==> src/rtl/sdr_bcg_pkg.sv <==
package sdr_bcg_pkg;

    // Burst length codes as seen on the bl_code port
    typedef enum logic [2:0] {
        BLC_1    = 3'd0,
        BLC_2    = 3'd1,
        BLC_4    = 3'd2,
        BLC_8    = 3'd3,
        BLC_PAGE = 3'd7
    } blen_code_e;

    // Settings captured with each accepted command
    typedef struct packed {
        logic [2:0] bl;
        logic       il;
        logic       rd;
        logic       lat3;
    } burst_cfg_t;

    // Decoded length: log2 of the beat count, or full page
    typedef struct packed {
        logic       full;
        logic [1:0] lg;
    } len_info_t;

    function automatic len_info_t decode_len(logic [2:0] code, logic il);
        len_info_t r;
        r.full = 1'b0;
        r.lg   = 2'd0;
        case (code)
            BLC_2:    r.lg = 2'd1;
            BLC_4:    r.lg = 2'd2;
            BLC_8:    r.lg = 2'd3;
            BLC_PAGE: begin
                if (il) r.lg = 2'd3;
                else    r.full = 1'b1;
            end
            default:  r.lg = 2'd0;
        endcase
        return r;
    endfunction

endpackage

==> src/rtl/sdr_bcg_len_dec.sv <==
module sdr_bcg_len_dec
    import sdr_bcg_pkg::*;
#(
    parameter int COL_W = 10
) (
    input  logic [2:0]       bl_code,
    input  logic             il,
    output logic             full_page,
    output logic [COL_W-1:0] beat_mask
);
    len_info_t info;

    always_comb info = decode_len(bl_code, il);

    assign full_page = info.full;

    // One mask bit per column bit: set when that bit moves within the burst
    for (genvar i = 0; i < COL_W; i++) begin : g_mask
        assign beat_mask[i] = info.full | (i < int'(info.lg));
    end
endmodule

==> src/rtl/sdr_bcg_counter.sv <==
module sdr_bcg_counter
    import sdr_bcg_pkg::*;
#(
    parameter int COL_W = 10
) (
    input  logic             clk,
    input  logic             rst,
    input  logic             start,
    input  logic             intr,
    input  logic             term,
    input  logic [COL_W-1:0] start_col,
    input  burst_cfg_t       cfg_in,
    input  logic             full_page,
    input  logic [COL_W-1:0] last_beat,
    output logic             active_q,
    output logic [COL_W-1:0] cnt_q,
    output logic [COL_W-1:0] base_q,
    output burst_cfg_t       cfg_q
);
    logic cmd_go;
    logic at_end;

    assign cmd_go = (start & ~active_q) | (intr & active_q);
    assign at_end = ~full_page & (cnt_q == last_beat);

    always_ff @(posedge clk) begin
        if (rst) begin
            active_q <= 1'b0;
            cnt_q    <= '0;
            base_q   <= '0;
            cfg_q    <= '0;
        end else if (cmd_go) begin
            active_q <= 1'b1;
            cnt_q    <= '0;
            base_q   <= start_col;
            cfg_q    <= cfg_in;
        end else if (term) begin
            active_q <= 1'b0;
        end else if (active_q) begin
            if (at_end) active_q <= 1'b0;
            else        cnt_q    <= cnt_q + 1'b1;
        end
    end

    // a bounded burst never counts past its last beat
    p_beat_bound_r5: assert property (@(posedge clk) disable iff (rst)
        (active_q && !full_page) |-> (cnt_q <= last_beat));

    // interleaved bursts are never longer than eight beats
    p_il_cap_r7: assert property (@(posedge clk) disable iff (rst)
        (active_q && cfg_q.il) |-> (cnt_q < COL_W'(8)));

    // a stop with no accepted command leaves the block idle
    p_term_idle_r8: assert property (@(posedge clk) disable iff (rst)
        (term && !cmd_go) |=> !active_q);

    // an interrupt while idle starts nothing
    p_idle_intr_r9: assert property (@(posedge clk) disable iff (rst)
        (!active_q && !start && intr) |=> !active_q);
endmodule

==> src/rtl/sdr_bcg_addr_map.sv <==
module sdr_bcg_addr_map #(
    parameter int COL_W = 10
) (
    input  logic [COL_W-1:0] base,
    input  logic [COL_W-1:0] cnt,
    input  logic [COL_W-1:0] beat_mask,
    input  logic             il,
    output logic [COL_W-1:0] col
);
    logic [COL_W-1:0] lin_sum;
    logic [COL_W-1:0] xor_sum;

    assign lin_sum = base + cnt;
    assign xor_sum = base ^ cnt;

    // Per bit: fixed bits come from the start column, moving bits from the order
    for (genvar i = 0; i < COL_W; i++) begin : g_bit
        assign col[i] = beat_mask[i] ? (il ? xor_sum[i] : lin_sum[i]) : base[i];
    end
endmodule

==> src/rtl/sdr_bcg_lat_pipe.sv <==
module sdr_bcg_lat_pipe #(
    parameter int MIN_LAT = 2,
    parameter int MAX_LAT = 3
) (
    input  logic clk,
    input  logic rst,
    input  logic rd_act,
    input  logic lat_hi,
    output logic rd_valid
);
    localparam int STAGES = MAX_LAT - 1;

    logic [STAGES-1:0] stg_q;

    for (genvar s = 0; s < STAGES; s++) begin : g_stage
        if (s == 0) begin : g_head
            always_ff @(posedge clk) begin
                if (rst) stg_q[s] <= 1'b0;
                else     stg_q[s] <= rd_act;
            end
        end else begin : g_body
            always_ff @(posedge clk) begin
                if (rst) stg_q[s] <= 1'b0;
                else     stg_q[s] <= stg_q[s-1];
            end
        end
    end

    assign rd_valid = lat_hi ? stg_q[MAX_LAT-2] : stg_q[MIN_LAT-2];
endmodule

==> src/rtl/sdr_burst_colgen.sv <==
module sdr_burst_colgen
    import sdr_bcg_pkg::*;
#(
    parameter int COL_W = 10
) (
    input  logic             clk,
    input  logic             rst,
    input  logic             start,
    input  logic             intr,
    input  logic             term,
    input  logic [COL_W-1:0] start_col,
    input  logic [2:0]       bl_code,
    input  logic             interleave,
    input  logic             is_read,
    input  logic             lat_sel,
    output logic [COL_W-1:0] col_addr,
    output logic             burst_active,
    output logic             rd_valid
);
    burst_cfg_t       cfg_in;
    burst_cfg_t       cfg_q;
    logic             full_page;
    logic [COL_W-1:0] beat_mask;
    logic [COL_W-1:0] cnt_q;
    logic [COL_W-1:0] base_q;
    logic             active_q;
    logic             rd_act;

    assign cfg_in = '{bl: bl_code, il: interleave, rd: is_read, lat3: lat_sel};

    sdr_bcg_len_dec #(.COL_W(COL_W)) u_dec (
        .bl_code   (cfg_q.bl),
        .il        (cfg_q.il),
        .full_page (full_page),
        .beat_mask (beat_mask)
    );

    sdr_bcg_counter #(.COL_W(COL_W)) u_cnt (
        .clk       (clk),
        .rst       (rst),
        .start     (start),
        .intr      (intr),
        .term      (term),
        .start_col (start_col),
        .cfg_in    (cfg_in),
        .full_page (full_page),
        .last_beat (beat_mask),
        .active_q  (active_q),
        .cnt_q     (cnt_q),
        .base_q    (base_q),
        .cfg_q     (cfg_q)
    );

    sdr_bcg_addr_map #(.COL_W(COL_W)) u_map (
        .base      (base_q),
        .cnt       (cnt_q),
        .beat_mask (beat_mask),
        .il        (cfg_q.il),
        .col       (col_addr)
    );

    assign rd_act = active_q & cfg_q.rd;

    sdr_bcg_lat_pipe #(.MIN_LAT(2), .MAX_LAT(3)) u_lat (
        .clk      (clk),
        .rst      (rst),
        .rd_act   (rd_act),
        .lat_hi   (cfg_q.lat3),
        .rd_valid (rd_valid)
    );

    assign burst_active = active_q;

    // an accepted start shows its own column on the next cycle
    p_start_addr_r2: assert property (@(posedge clk) disable iff (rst)
        (start && !burst_active) |=> (burst_active && col_addr == $past(start_col)));

    // with latency 2 the valid flag trails the read-active state by one clock
    p_dv_lat2_r10: assert property (@(posedge clk) disable iff (rst)
        !cfg_q.lat3 |-> (rd_valid == $past(rd_act)));
endmodule

==> config.mk <==
export PLATFORM = sky130hd
export DESIGN_NAME = sdr_burst_colgen
export DESIGN_NICKNAME = d
export VERILOG_FILES = /design/src/rtl/sdr_bcg_pkg.sv /design/src/rtl/sdr_bcg_len_dec.sv /design/src/rtl/sdr_bcg_counter.sv /design/src/rtl/sdr_bcg_addr_map.sv /design/src/rtl/sdr_bcg_lat_pipe.sv /design/src/rtl/sdr_burst_colgen.sv
export SDC_FILE = /design/constraint.sdc
export NUM_CORES = 1
export LEC_CHECK = 0
export BUFFER_PORTS_ARGS = -buffer_cell sky130_fd_sc_hd__buf_2
export CORE_UTILIZATION = 50
export DETAILED_ROUTE_END_ITERATION = 6
export PLACE_DENSITY = 0.7
export SETUP_SLACK_MARGIN = 0.3
export SLEW_MARGIN = 10
export SYNTH_ARGS = -nofsm -noshare
export SYNTH_HDL_FRONTEND = slang
export SYNTH_HIERARCHICAL = 1
export SYNTH_SLANG_ARGS = --single-unit
export TNS_END_PERCENT = 100
==> constraint.sdc <==
create_clock -name clk -period 3 [get_ports clk]
set_clock_uncertainty 0.2 [all_clocks]
set_input_delay 0.15 -clock clk [delete_from_list [all_inputs] [get_ports clk]]
set_output_delay 0.15 -clock clk [all_outputs]
set_load 0.05 [all_outputs]
Word-level counts from Yosys, hierarchy flattened
Index checks and enable logic that the tools add are counted.
Widths: inputs -> output; s select.

storage, ports and cells
  word-level logic and storage cells = 63
  input port bits = 21
  output and inout port bits = 12
  bits in registers = 29

operators by class
  muxes and demuxes = 29
  magnitude comparators = 3
  reduce and logical (&&, ||, !) cells = 2
  bitwise logic cells = 13
  $add $sub $neg = 2
  equality and inequality tests = 5

operators with widths
  cell                   number
  $mux 1                 27
  $add 10x1->10 const B  1
  $add 10x10->10         1
  $eq 10x10->1           1
  $xor 10x10->10         1
  $pmux 2 s4             1
  $eq 3x2->1 const B     2
  $and 1x1->1            4
  $lt 1x2->1 const A     2
  $not 1->1              4
  $or 1x1->1             4
  $eq 3x1->1 const B     1
  $eq 3x3->1 const B     1
  $reduce_and 3->1       1
  $lt 2x2->1 const A     1
  $mux 2                 1
  $reduce_or 2->1        1

Depth between registers and ports, before layout
  word-level depth = 10
  mapped depth = 9
  depth with buffers taken out = 8

Modules after synthesis
Netlist, hierarchy kept.

by module, submodules not included
  module            sequential area each (um^2)  area an instance (um^2)  times used  cells each
  sdr_bcg_counter   540.5                        1209.9                   1           145
  sdr_bcg_addr_map  0.0                          554.3                    1           77
  sdr_bcg_len_dec   0.0                          95.1                     1           14
  sdr_bcg_lat_pipe  40.0                         67.6                     1           5
  sdr_burst_colgen  0.0                          6.3                      1           1

Worst setup path before layout
Ideal clock, no wire load.

  kind = register -> output
  start point = reg u_cnt.cnt_q[0]
  end point = out col_addr[8]
  path slack = 0.299 ns
  path buffers = 0
  data required time = 2.650 ns
  cell stages (with the launch flop) = 9
  arrival time = 2.351 ns
  path through = dfxtp_1 -> ha_1 -> fa_1 -> a21o_1 -> a21o_1 -> a21oi_1 -> nor2_1 -> xnor2_1 -> a21oi_1

between the ends
  cells in the longest elaborated chain, start to end = 3

ends and longest elaborated chain
  element                 RTL line                RTL
  start, declared         sdr_bcg_counter.sv:16   output logic [COL_W-1:0] cnt_q,
  start signal, assigned  sdr_bcg_counter.sv:41   else cnt_q <= cnt_q + 1'b1;
  $add 10x10->10          sdr_bcg_addr_map.sv:13  assign lin_sum = base + cnt;
  $mux 1 (2 in series)    sdr_bcg_addr_map.sv:18  assign col[i] = beat_mask[i] ? (il ? xor_sum[i] : lin_sum[i]) : base[i];
  end, declared           sdr_burst_colgen.sv:16  output logic [COL_W-1:0] col_addr,

Every way passes these cells.

Final worst setup path
Same ends and word-level chain as after synthesis.

==> impl_metrics.toml <==
[cts]
cts_tree = "built"
clock_path_buffers = 2
cts_buffers = 5
post_cts_buffers = 0
htree_num_levels = 2
clock_sinks = 29
clk_pin_slew_ns = 0.06
cts_root_buf = "clkbuf_8"
clk-insertion-delay-late_ns = 0.28

[synthesis]
yosysMostFrequentCell = "nand2_1"
synth_nets = 274
yosysTopAreaCellShare_pct = 30.0
synth_warnings = 6
yosysUniqueCellTypes = 45
ys_seq_area_share_pct = 30.0
synth_common_cells = "46 x nand2_1, 37 x a21oi_1, 29 x dfxtp_1"
avgSynthCellArea_sq_um = 7.99
synth_cells = 242
yosys-top-cells-area = "dfxtp_1 30%, a21oi_1 9.6%, nand2_1 8.9%, ha_1 6.5%, xor2_1 5.0%"
ys_ff_latch = 29
yosysTopAreaCell = "dfxtp_1"
synth-edff-count = 0
syn_area_sq_um = 1930
async_flop_share_pct = 0
ys.flop_type = "dfxtp_1"

[floorplan]
die_x_um = 64.2
rows = 22
fp.dieH_um = 64.2
die_area_sq_um = 4120
num_io_pins = 33
design.core.area_sq_um = 3690
start_util_pct = 52.4

[grt]
grt_start_max_net_pins = 23
grt_usage_pct = 23.2
antenna_found_initial = 0
grt_pass1_wl_um = 7370
grt_pass1_vias = 1681
gr-total-overflow = 0

[critical_path]
crit_slowest_cell = "fa_1"
slowest_delay_ns = 0.38
startpoint_type = "flip-flop"
cp.required_ns = 2.65
arrival_ns = 2.26
crit_path_max_fanout = 7
end_kind = "output pin"
crit_type = "flip-flop to output pin"
cp_common_cell = "a21o_1"
crit_chain = "ha_2 -> fa_1 -> a21o_1 -> a21o_1 -> a21oi_1 -> nor2_1 -> xnor2_1 -> a21oi_2 -> buf_6"

[placed_design]
dp_hpwl_um = 3000
numPortBuffers = 32
place.gp.congestion = 0.866

[routing]
drt_wl_total_um = 4370
drt_iter0_markers = 60
viasPerCell = 5.30
vias = 1776
top_layer = "met4"
post_drt_wl_per_cell_um = 13.0
drtAntennaViolNets = 0
dr.pass1.iters = 4
met3RoutedLength_um = 117
routed-wl-met2_um = 2020
m1WireLength_um = 2170
drc = 0

[min_path]
worstHoldPathType = "input pin to flip-flop"

[timing]
drv_slew = 0
min_period_over_period_pct = 87.2
setup_viol = 0
fin_tns_setup_ns = 0
hold_viol = 0
maxSlewHeadroom_pct = 73.9
rsz0062_at_grt = "yes"
worst_pin_slew_ns = 0.391
period_needed_ns = 2.61
timing.fmax_mhz = 382

[cells_and_area]
fin_util_pct = 64.8
antenna_cells = 0
final_nets = 318
area_growth_pct = 23.7
drive_gt1_share_pct = 22.0
fillers = 327

[flow_run]
drv_cap = 0

[pwr]
irDropWorstVdd_mv = 0.365
cellPowerDensity_nw_per_um2 = 442
power.leakage_nw = 1.06

[run_status]
outcome = "completed"
[through the flow]
| step | power (mW) | std cells | setup slack (ns) | hold WS [ns] | cell area, sq um |
|---|---|---|---|---|---|
| after floorplan | 0.573 | 242 | 0.312 | 0.0216 | 1940 |
| after global placement | 0.617 | 311 | 0.592 | 0.198 | 2090 |
| after detailed placement | 0.619 | 311 | 0.568 | 0.199 | 2090 |
| after CTS | 1.06 | 335 | 0.285 | 0.0699 | 2380 |
| after global routing | 1.10 | 335 | 0.279 | 0.106 | 2390 |
| final | 1.06 | 335 | 0.385 | 0.0685 | 2390 |
[cell type report]
type                            instances  area [sq um]  area share (%)
Clock buffer                            7          86.3            3.61
Tap cell                               48          60.1            2.51
Timing Repair Buffer                   51           357            14.9
Clock inverter                          1          30.0            1.26
Inverter                                3          11.3           0.471
Sequential cell                        29           586            24.5
Multi-Input combinational cell        196          1260            52.7
[state kept, by name (all words and copies together) (netlist names)]
register        flops
u_cnt/base_q       10
u_cnt/cnt_q        10
u_cnt/cfg_q         6
u_lat/stg_q         2
u_cnt/active_q      1
[worst paths after layout]
kind              depth (start not counted)  slack (ns)             end           start
hold reg to reg                           2        0.25  u_cnt/cfg_q[1]  u_cnt/cfg_q[1]
hold / removal                            2        0.07  u_lat/stg_q[1]             rst
setup / recovery                          9        0.39     col_addr[8]  u_cnt/cnt_q[0]
setup reg to reg                          8        0.65  u_cnt/active_q  u_cnt/cfg_q[4]
[layout by cell type, fill, tap and decap left out, types with 2 or more instances in the layout]
cell type / count
or4_1: 5
o21ai_0: 4
and2_1: 2
mux2_2: 2
nand2_1: 46
nor2_1: 16
clkbuf_8: 6
nand2b_1: 2
nor2b_1: 4
mux2i_1: 3
xnor2_1: 7
a21oi_2: 2
dfxtp_1: 25
and2b_1: 2
and4_1: 2
xor2_1: 11
nor4_1: 2
buf_4: 6
inv_1: 3
dfxtp_2: 4
dlygate4sd3_1: 16
nand4_1: 5
a21o_1: 3
o211ai_1: 2
mux2_4: 3
a21oi_1: 36
o31ai_1: 3
ha_1: 9
nand3b_1: 2
nand3_1: 3
buf_2: 28
or3_1: 3
[metal layers]
| layer | vias to the layer above | global-route usage [%] |
|---|---|---|
| met4 | 0 | 8.33 |
| met1 | 807 | 28.1 |
| li1 | 933 | - |
| met2 | 30 | 39.8 |
| met3 | 6 | 5.36 |
| met5 | - | 0 |
[what timing repair did]
item | in CTS | in global routing
setup endpoints to repair | 4 | 5
resized for setup | 4 | 6
endpoints found under the hold margin | 16 | 0
hold buffers | 16 | 0
pin swaps | 0 | 1
[critical path, delay by kind of cell (launching register included)]
family / cells / cell delay (ns)
flip-flops: 1 / 0.35
AND/OR/NAND/NOR: 1 / 0.07
buffers and inverters: 1 / 0.17
adder cells (fa/ha/maj): 2 / 0.57
XOR/XNOR: 1 / 0.13
AO/OA/AOI/OAI: 4 / 0.69
[cell families (layout without fill, tap and decap cells)]
family | after synthesis | in the layout | share of synthesized area [%]
compound gates | 57 | 57 | 17.4
mux | 9 | 9 | 5.76
buf+inv | 17 | 62 | 5.05
flops | 29 | 29 | 30.0
simple gates | 101 | 101 | 26.1
xor+xnor | 18 | 18 | 8.16
fa+ha+maj | 11 | 11 | 7.51
[where the power goes]
part / internal (mW) / total (mW) / switching, mW
Sequential: 0.402 / 0.419 / 0.0165
Clock: 0.270 / 0.424 / 0.154
Combinational: 0.0827 / 0.213 / 0.131
Note: power is estimated with default switching activity, not from simulation.
